File: config.mk
export PLATFORM = sky130hd
export DESIGN_NAME = pd_sampler
export DESIGN_NICKNAME = d
export VERILOG_FILES = /design/src/rtl/pd_pkg.sv /design/src/rtl/pd_ctrl.sv /design/src/rtl/pd_datapath.sv /design/src/rtl/pd_sampler.sv
export SDC_FILE = /design/constraint.sdc
export NUM_CORES = 1
export LEC_CHECK = 0
export ABC_AREA = 1
export BUFFER_PORTS_ARGS = -buffer_cell sky130_fd_sc_hd__buf_2
export CORE_MARGIN = 2
export CORE_UTILIZATION = 35
export DETAILED_ROUTE_END_ITERATION = 6
export SETUP_SLACK_MARGIN = 0.5
export SLEW_MARGIN = 40
export SYNTH_ARGS = -nofsm -noshare
export SYNTH_HDL_FRONTEND = slang
export SYNTH_SLANG_ARGS = --single-unit
File: constraint.sdc
create_clock -name clk -period 5.2 [get_ports clk]
set_input_delay 0.78 -clock clk [delete_from_list [all_inputs] [get_ports clk]]
set_output_delay 0.78 -clock clk [all_outputs]
set_load 0.05 [all_outputs]
File: src/rtl/pd_pkg.sv
package pd_pkg;

  // Phases of the discharge / release / sample schedule
  typedef enum logic [1:0] {
    PH_DRIVE  = 2'd0,
    PH_SETTLE = 2'd1,
    PH_SAMPLE = 2'd2
  } phase_e;

  // Strobes from the control to the datapath
  typedef struct packed {
    logic driveLow;  // pins actively pulled to 0
    logic capture;   // load the output register this cycle
  } pd_strobe_t;

endpackage

File: src/rtl/pd_ctrl.sv
module pd_ctrl
  import pd_pkg::*;
#(
  parameter int DRIVE_CYCLES  = 1,
  parameter int SETTLE_CYCLES = 3
) (
  input  logic       clk,
  input  logic       rstN,
  output pd_strobe_t strb
);

  localparam int MAX_PHASE = (DRIVE_CYCLES > SETTLE_CYCLES) ? DRIVE_CYCLES : SETTLE_CYCLES;
  localparam int CNT_W     = $clog2(MAX_PHASE + 1);
  localparam logic [CNT_W-1:0] DRIVE_LAST  = CNT_W'(DRIVE_CYCLES - 1);
  localparam logic [CNT_W-1:0] SETTLE_LAST = CNT_W'(SETTLE_CYCLES - 1);

  phase_e phaseQ, phaseD;
  logic [CNT_W-1:0] cntQ, cntD;

  always_comb begin
    phaseD = phaseQ;
    cntD   = cntQ + CNT_W'(1);
    unique case (phaseQ)
      PH_DRIVE: begin
        if (cntQ == DRIVE_LAST) begin
          phaseD = PH_SETTLE;
          cntD   = '0;
        end
      end
      PH_SETTLE: begin
        if (cntQ == SETTLE_LAST) begin
          phaseD = PH_SAMPLE;
          cntD   = '0;
        end
      end
      PH_SAMPLE: begin
        phaseD = PH_DRIVE;
        cntD   = '0;
      end
      default: begin
        phaseD = PH_DRIVE;
        cntD   = '0;
      end
    endcase
  end

  always_ff @(posedge clk or negedge rstN) begin
    if (!rstN) begin
      phaseQ <= PH_DRIVE;
      cntQ   <= '0;
    end else begin
      phaseQ <= phaseD;
      cntQ   <= cntD;
    end
  end

  assign strb.driveLow = (phaseQ == PH_DRIVE);
  assign strb.capture  = (phaseQ == PH_SAMPLE);

  // Independent run-length counters for the checks below
  localparam int RUN_W = $clog2(MAX_PHASE + 2) + 1;
  logic [RUN_W-1:0] driveRun, settleRun;

  always_ff @(posedge clk or negedge rstN) begin
    if (!rstN) begin
      driveRun  <= '0;
      settleRun <= '0;
    end else begin
      driveRun  <= strb.driveLow ? driveRun + RUN_W'(1) : '0;
      settleRun <= (!strb.driveLow && !strb.capture) ? settleRun + RUN_W'(1) : '0;
    end
  end


  drive_len_chk: assert property (@(posedge clk) disable iff (!rstN)
    $fell(strb.driveLow) |-> (driveRun == RUN_W'(DRIVE_CYCLES)));


  settle_len_chk: assert property (@(posedge clk) disable iff (!rstN)
    strb.capture |-> (settleRun == RUN_W'(SETTLE_CYCLES)));


  sample_then_drive_chk: assert property (@(posedge clk) disable iff (!rstN)
    strb.capture |=> strb.driveLow);

endmodule

File: src/rtl/pd_datapath.sv
module pd_datapath
  import pd_pkg::*;
#(
  parameter int NUM_GROUPS  = 3,
  parameter int GROUP_WIDTH = 8
) (
  input  logic                                   clk,
  input  logic                                   rstN,
  input  pd_strobe_t                             strb,
  input  logic [NUM_GROUPS-1:0][GROUP_WIDTH-1:0] padIn,
  output logic [NUM_GROUPS-1:0][GROUP_WIDTH-1:0] padOe,
  output logic [NUM_GROUPS-1:0][GROUP_WIDTH-1:0] padOut,
  output logic [NUM_GROUPS-1:0][GROUP_WIDTH-1:0] level
);

  logic [NUM_GROUPS-1:0][GROUP_WIDTH-1:0] syncQ;
  logic [NUM_GROUPS-1:0][GROUP_WIDTH-1:0] levelQ;

  // One synchronizer stage, then the held sample register
  always_ff @(posedge clk or negedge rstN) begin
    if (!rstN) begin
      syncQ  <= '0;
      levelQ <= '0;
    end else begin
      syncQ <= padIn;
      if (strb.capture) levelQ <= syncQ;
    end
  end

  // Pad controls, one slice per group, all sharing the bank phase
  for (genvar g = 0; g < NUM_GROUPS; g++) begin : g_group
    assign padOe[g]  = {GROUP_WIDTH{strb.driveLow}};
    assign padOut[g] = '0;
  end

  assign level = levelQ;


  level_hold_chk: assert property (@(posedge clk) disable iff (!rstN)
    !strb.capture |=> $stable(levelQ));


  capture_value_chk: assert property (@(posedge clk) disable iff (!rstN)
    strb.capture |=> (levelQ == $past(padIn, 2)));

endmodule

File: src/rtl/pd_sampler.sv
module pd_sampler
  import pd_pkg::*;
#(
  parameter int NUM_GROUPS    = 3,
  parameter int GROUP_WIDTH   = 8,
  parameter int DRIVE_CYCLES  = 1,
  parameter int SETTLE_CYCLES = 3
) (
  input  logic                                   clk,
  input  logic                                   rstN,
  input  logic [NUM_GROUPS-1:0][GROUP_WIDTH-1:0] padIn,
  output logic [NUM_GROUPS-1:0][GROUP_WIDTH-1:0] padOe,
  output logic [NUM_GROUPS-1:0][GROUP_WIDTH-1:0] padOut,
  output logic [NUM_GROUPS-1:0][GROUP_WIDTH-1:0] level
);

  pd_strobe_t strb;

  pd_ctrl #(
    .DRIVE_CYCLES (DRIVE_CYCLES),
    .SETTLE_CYCLES(SETTLE_CYCLES)
  ) u_ctrl (
    .clk (clk),
    .rstN(rstN),
    .strb(strb)
  );

  pd_datapath #(
    .NUM_GROUPS (NUM_GROUPS),
    .GROUP_WIDTH(GROUP_WIDTH)
  ) u_dp (
    .clk   (clk),
    .rstN  (rstN),
    .strb  (strb),
    .padIn (padIn),
    .padOe (padOe),
    .padOut(padOut),
    .level (level)
  );


  oe_uniform_chk: assert property (@(posedge clk) disable iff (!rstN)
    (padOe == '0) || (padOe == '1));

endmodule

==> results by group <==
Clock network
  • Post-CTS Setup Inserts: 0
  • Cts hold-fix bufs: 0
  • Clock latency at the later pin of the worst-skew pair: 300 ps
  • Total CTS buffers: 5
  • CTS H-tree lvls: 2
  • CTS tree: built
  • Worst-path clk slew: about 80 ps
  • Post-cts resize count: 0
  • CTS sink cnt: 52
  • Clock root buffer: clkbuf_8
  • Clk buf depth: 2

Setup path
  • Reg2reg start: u_ctrl.phaseQ[1]
  • Startpoint Class: flop
  • Critical Path Source: u_ctrl.phaseQ[1]
  • Flop2flop setup slack: 3710 ps
  • CP Class: flop to primary output
  • CP endpoint: padOe[8]
  • Crit Path Max Fanout: 28
  • Worst r2r path cells: 3
  • Worst EP required: approximately 4400 ps
  • Worst r2r dst: u_ctrl.cntQ[0]
  • Critical path arrival: approximately 1900 ps
  • Setup crit end kind: primary output

Power
  • VDD IR max: between 0.1 and 0.15 mV
  • PwrDens: 323 nW/um^2
  • Leakage: ~1.3 nW

Global routing
  • Via count of the first global-routing pass: between 1000 and 1500
  • GR Util All Layers: 11.0%
  • First-pass GRT wire length: between 5000 and 6000 um
  • Largest net degree at the start of global routing: 53
  • Gr ovfl total: 0
  • Initial antenna violation count: 0

Yosys
  • Register area share after synthesis: 60.7%
  • Count leader, synth: nand2_1
  • Top post-synthesis cells by count: nand2_1, dfrtp_1, buf_4
  • Area leader, netlist: dfrtp_1
  • Mapped Area: 2140 um^2
  • Flip-flop and latch count after synthesis: 52
  • Cells after synthesis: 201
  • Ys flop type: dfrtp_1
  • Area contributors post-synth: dfrtp_1, buf_4, nand2_1
  • Yosys Warn Count: 0
  • Netlist cell types: 13
  • Synth top area share: approximately three fifths
  • Post-synth ARST share: between 90% and 100%
  • Syn Area/Cell: roughly 11 um^2
  • EDFF count, synth: 0

Routing
  • DR vias/cell: roughly 4.1
  • Pre-Repair DR Iteration Count: 4
  • # DRC: 0
  • Initial DRC count: 50
  • Final WL: 3580 um
  • Final ANT Viol Nets: 0
  • Routed len/inst: approximately 11 um
  • Via count: 1345

Die
  • # IOs: 98
  • Core ar.: 5920 um^2
  • Chip Width: 82.2 um
  • Die ar.: around 6800 um^2
  • Die Span Y: 82.2 um
  • Initial core utilization: 36.2%
  • Rows: 28

STA
  • Hold Vio Cnt, Final: 0
  • Crit path time final: 2680 ps
  • Clk_skew: between 7 and 8 ps
  • Setup TNS: 0 ps
  • Final setup vio count: 0
  • Actual slew at the worst max-slew pin: 660 ps
  • Fmax: 373 MHz
  • Max-slew violations: 0
  • Fin crit share: 51.6%
  • Max_slew headroom: about 56%
  • Unrepaired setup endpoints after global routing: false

Status
  • Outcome: completed

Layout
  • Area grow syn2layout: 11.0%
  • # nets final: around 280
  • Share of cells above drive strength 1: 33.6%
  • ANT cells: 0
  • Final Util: 40.2%

Flow run
  • Max-Cap Viols: 0

Min path
  • Hold WC Path Type: flop to flop

Place
  • Port buffer count: 73
  • DP Wirelength: 2390 um
  • GP Congestion: about 0.65
[area by class of cell]
class | count | area (um^2)
Clock buffer | 7 | 86.3
Clock inverter | 1 | 7.51
Fill cell | 607 | 3540
Inverter | 5 | 18.8
Multi-Input combinational cell | 112 | 500
Sequential cell | 52 | 1300
Tap cell | 75 | 93.8
Timing Repair Buffer | 73 | 368
[power breakdown]
part / switching [mW] / total [mW] / leakage (nW) / internal [mW]
Sequential: 0.00729 / 0.430 / 0.610 / 0.423
Combinational: 0.0900 / 0.109 / 0.671 / 0.0185
Clock: 0.122 / 0.230 / 0.0445 / 0.108
[cells by family (layout without fill, tap and decap cells)]
group	after synthesis	in the layout	share of synthesized area, %
DFF	52	52	60.7
other	1	24	0.175
buffers and inverters	60	86	20.0
and+or+nand+nor	84	84	16.7
adders and majority gates	4	4	2.34
[metrics by stage]
step	hold slack (ps)	std cells	total power [mW]	instance area (um^2)	setup slack [ps]
2_1_floorplan	456	224	0.532	2230	2700
3_3_place_gp	451	317	0.547	2280	2280
3_5_place_dp	453	317	0.548	2280	2790
4_1_cts	476	325	0.781	2380	2450
5_1_grt	488	325	0.808	2380	2320
6_report	471	325	0.769	2380	2520
[critical path, cell delays in order, from the launching register on]
cell,delay [ps]
dfrtp_2,620
nor2_2,600
buf_2,380
[sequential cells by signal, indices dropped and copies added (netlist names)]
signal / count
u_ctrl.cntQ: 2
u_ctrl.phaseQ: 2
u_dp.level: 24
u_dp.syncQ: 24
[placed cells by master (no fill, tap or decap)]
| cell type | n |
|---|---|
| buf_2 | 72 |
| nand3_1 | 27 |
| conb_1 | 24 |
| buf_4 | 1 |
| inv_2 | 1 |
| inv_1 | 4 |
| clkbuf_1 | 1 |
| nand2_4 | 1 |
| nor3_1 | 1 |
| ha_1 | 4 |
| dfrtp_2 | 1 |
| nand2_1 | 54 |
| dfrtp_1 | 51 |
| nor2_2 | 1 |
| clkbuf_8 | 6 |
| clkinvlp_4 | 1 |
[worst min path at each step]
stage / depth (start not counted) / start / endpoint
2_1_floorplan: 2 / u_dp.syncQ[0] / u_dp.level[0]
3_3_place_gp: 2 / u_dp.level[22] / u_dp.level[22]
3_5_place_dp: 2 / u_dp.level[5] / u_dp.level[5]
4_1_cts: 2 / u_dp.level[5] / u_dp.level[5]
5_1_grt: 2 / u_dp.level[2] / u_dp.level[2]
6_report: 2 / u_dp.level[11] / u_dp.level[11]
[routing by layer]
layer,track usage (%),part of all wire [%],up-vias
li1,-,-,645
met4,4.00,1.6,0
met5,0,0,-
met3,3.04,8.0,6
met1,11.9,36,627
met2,20.2,54,67
Power figures use the tool's default switching activity.
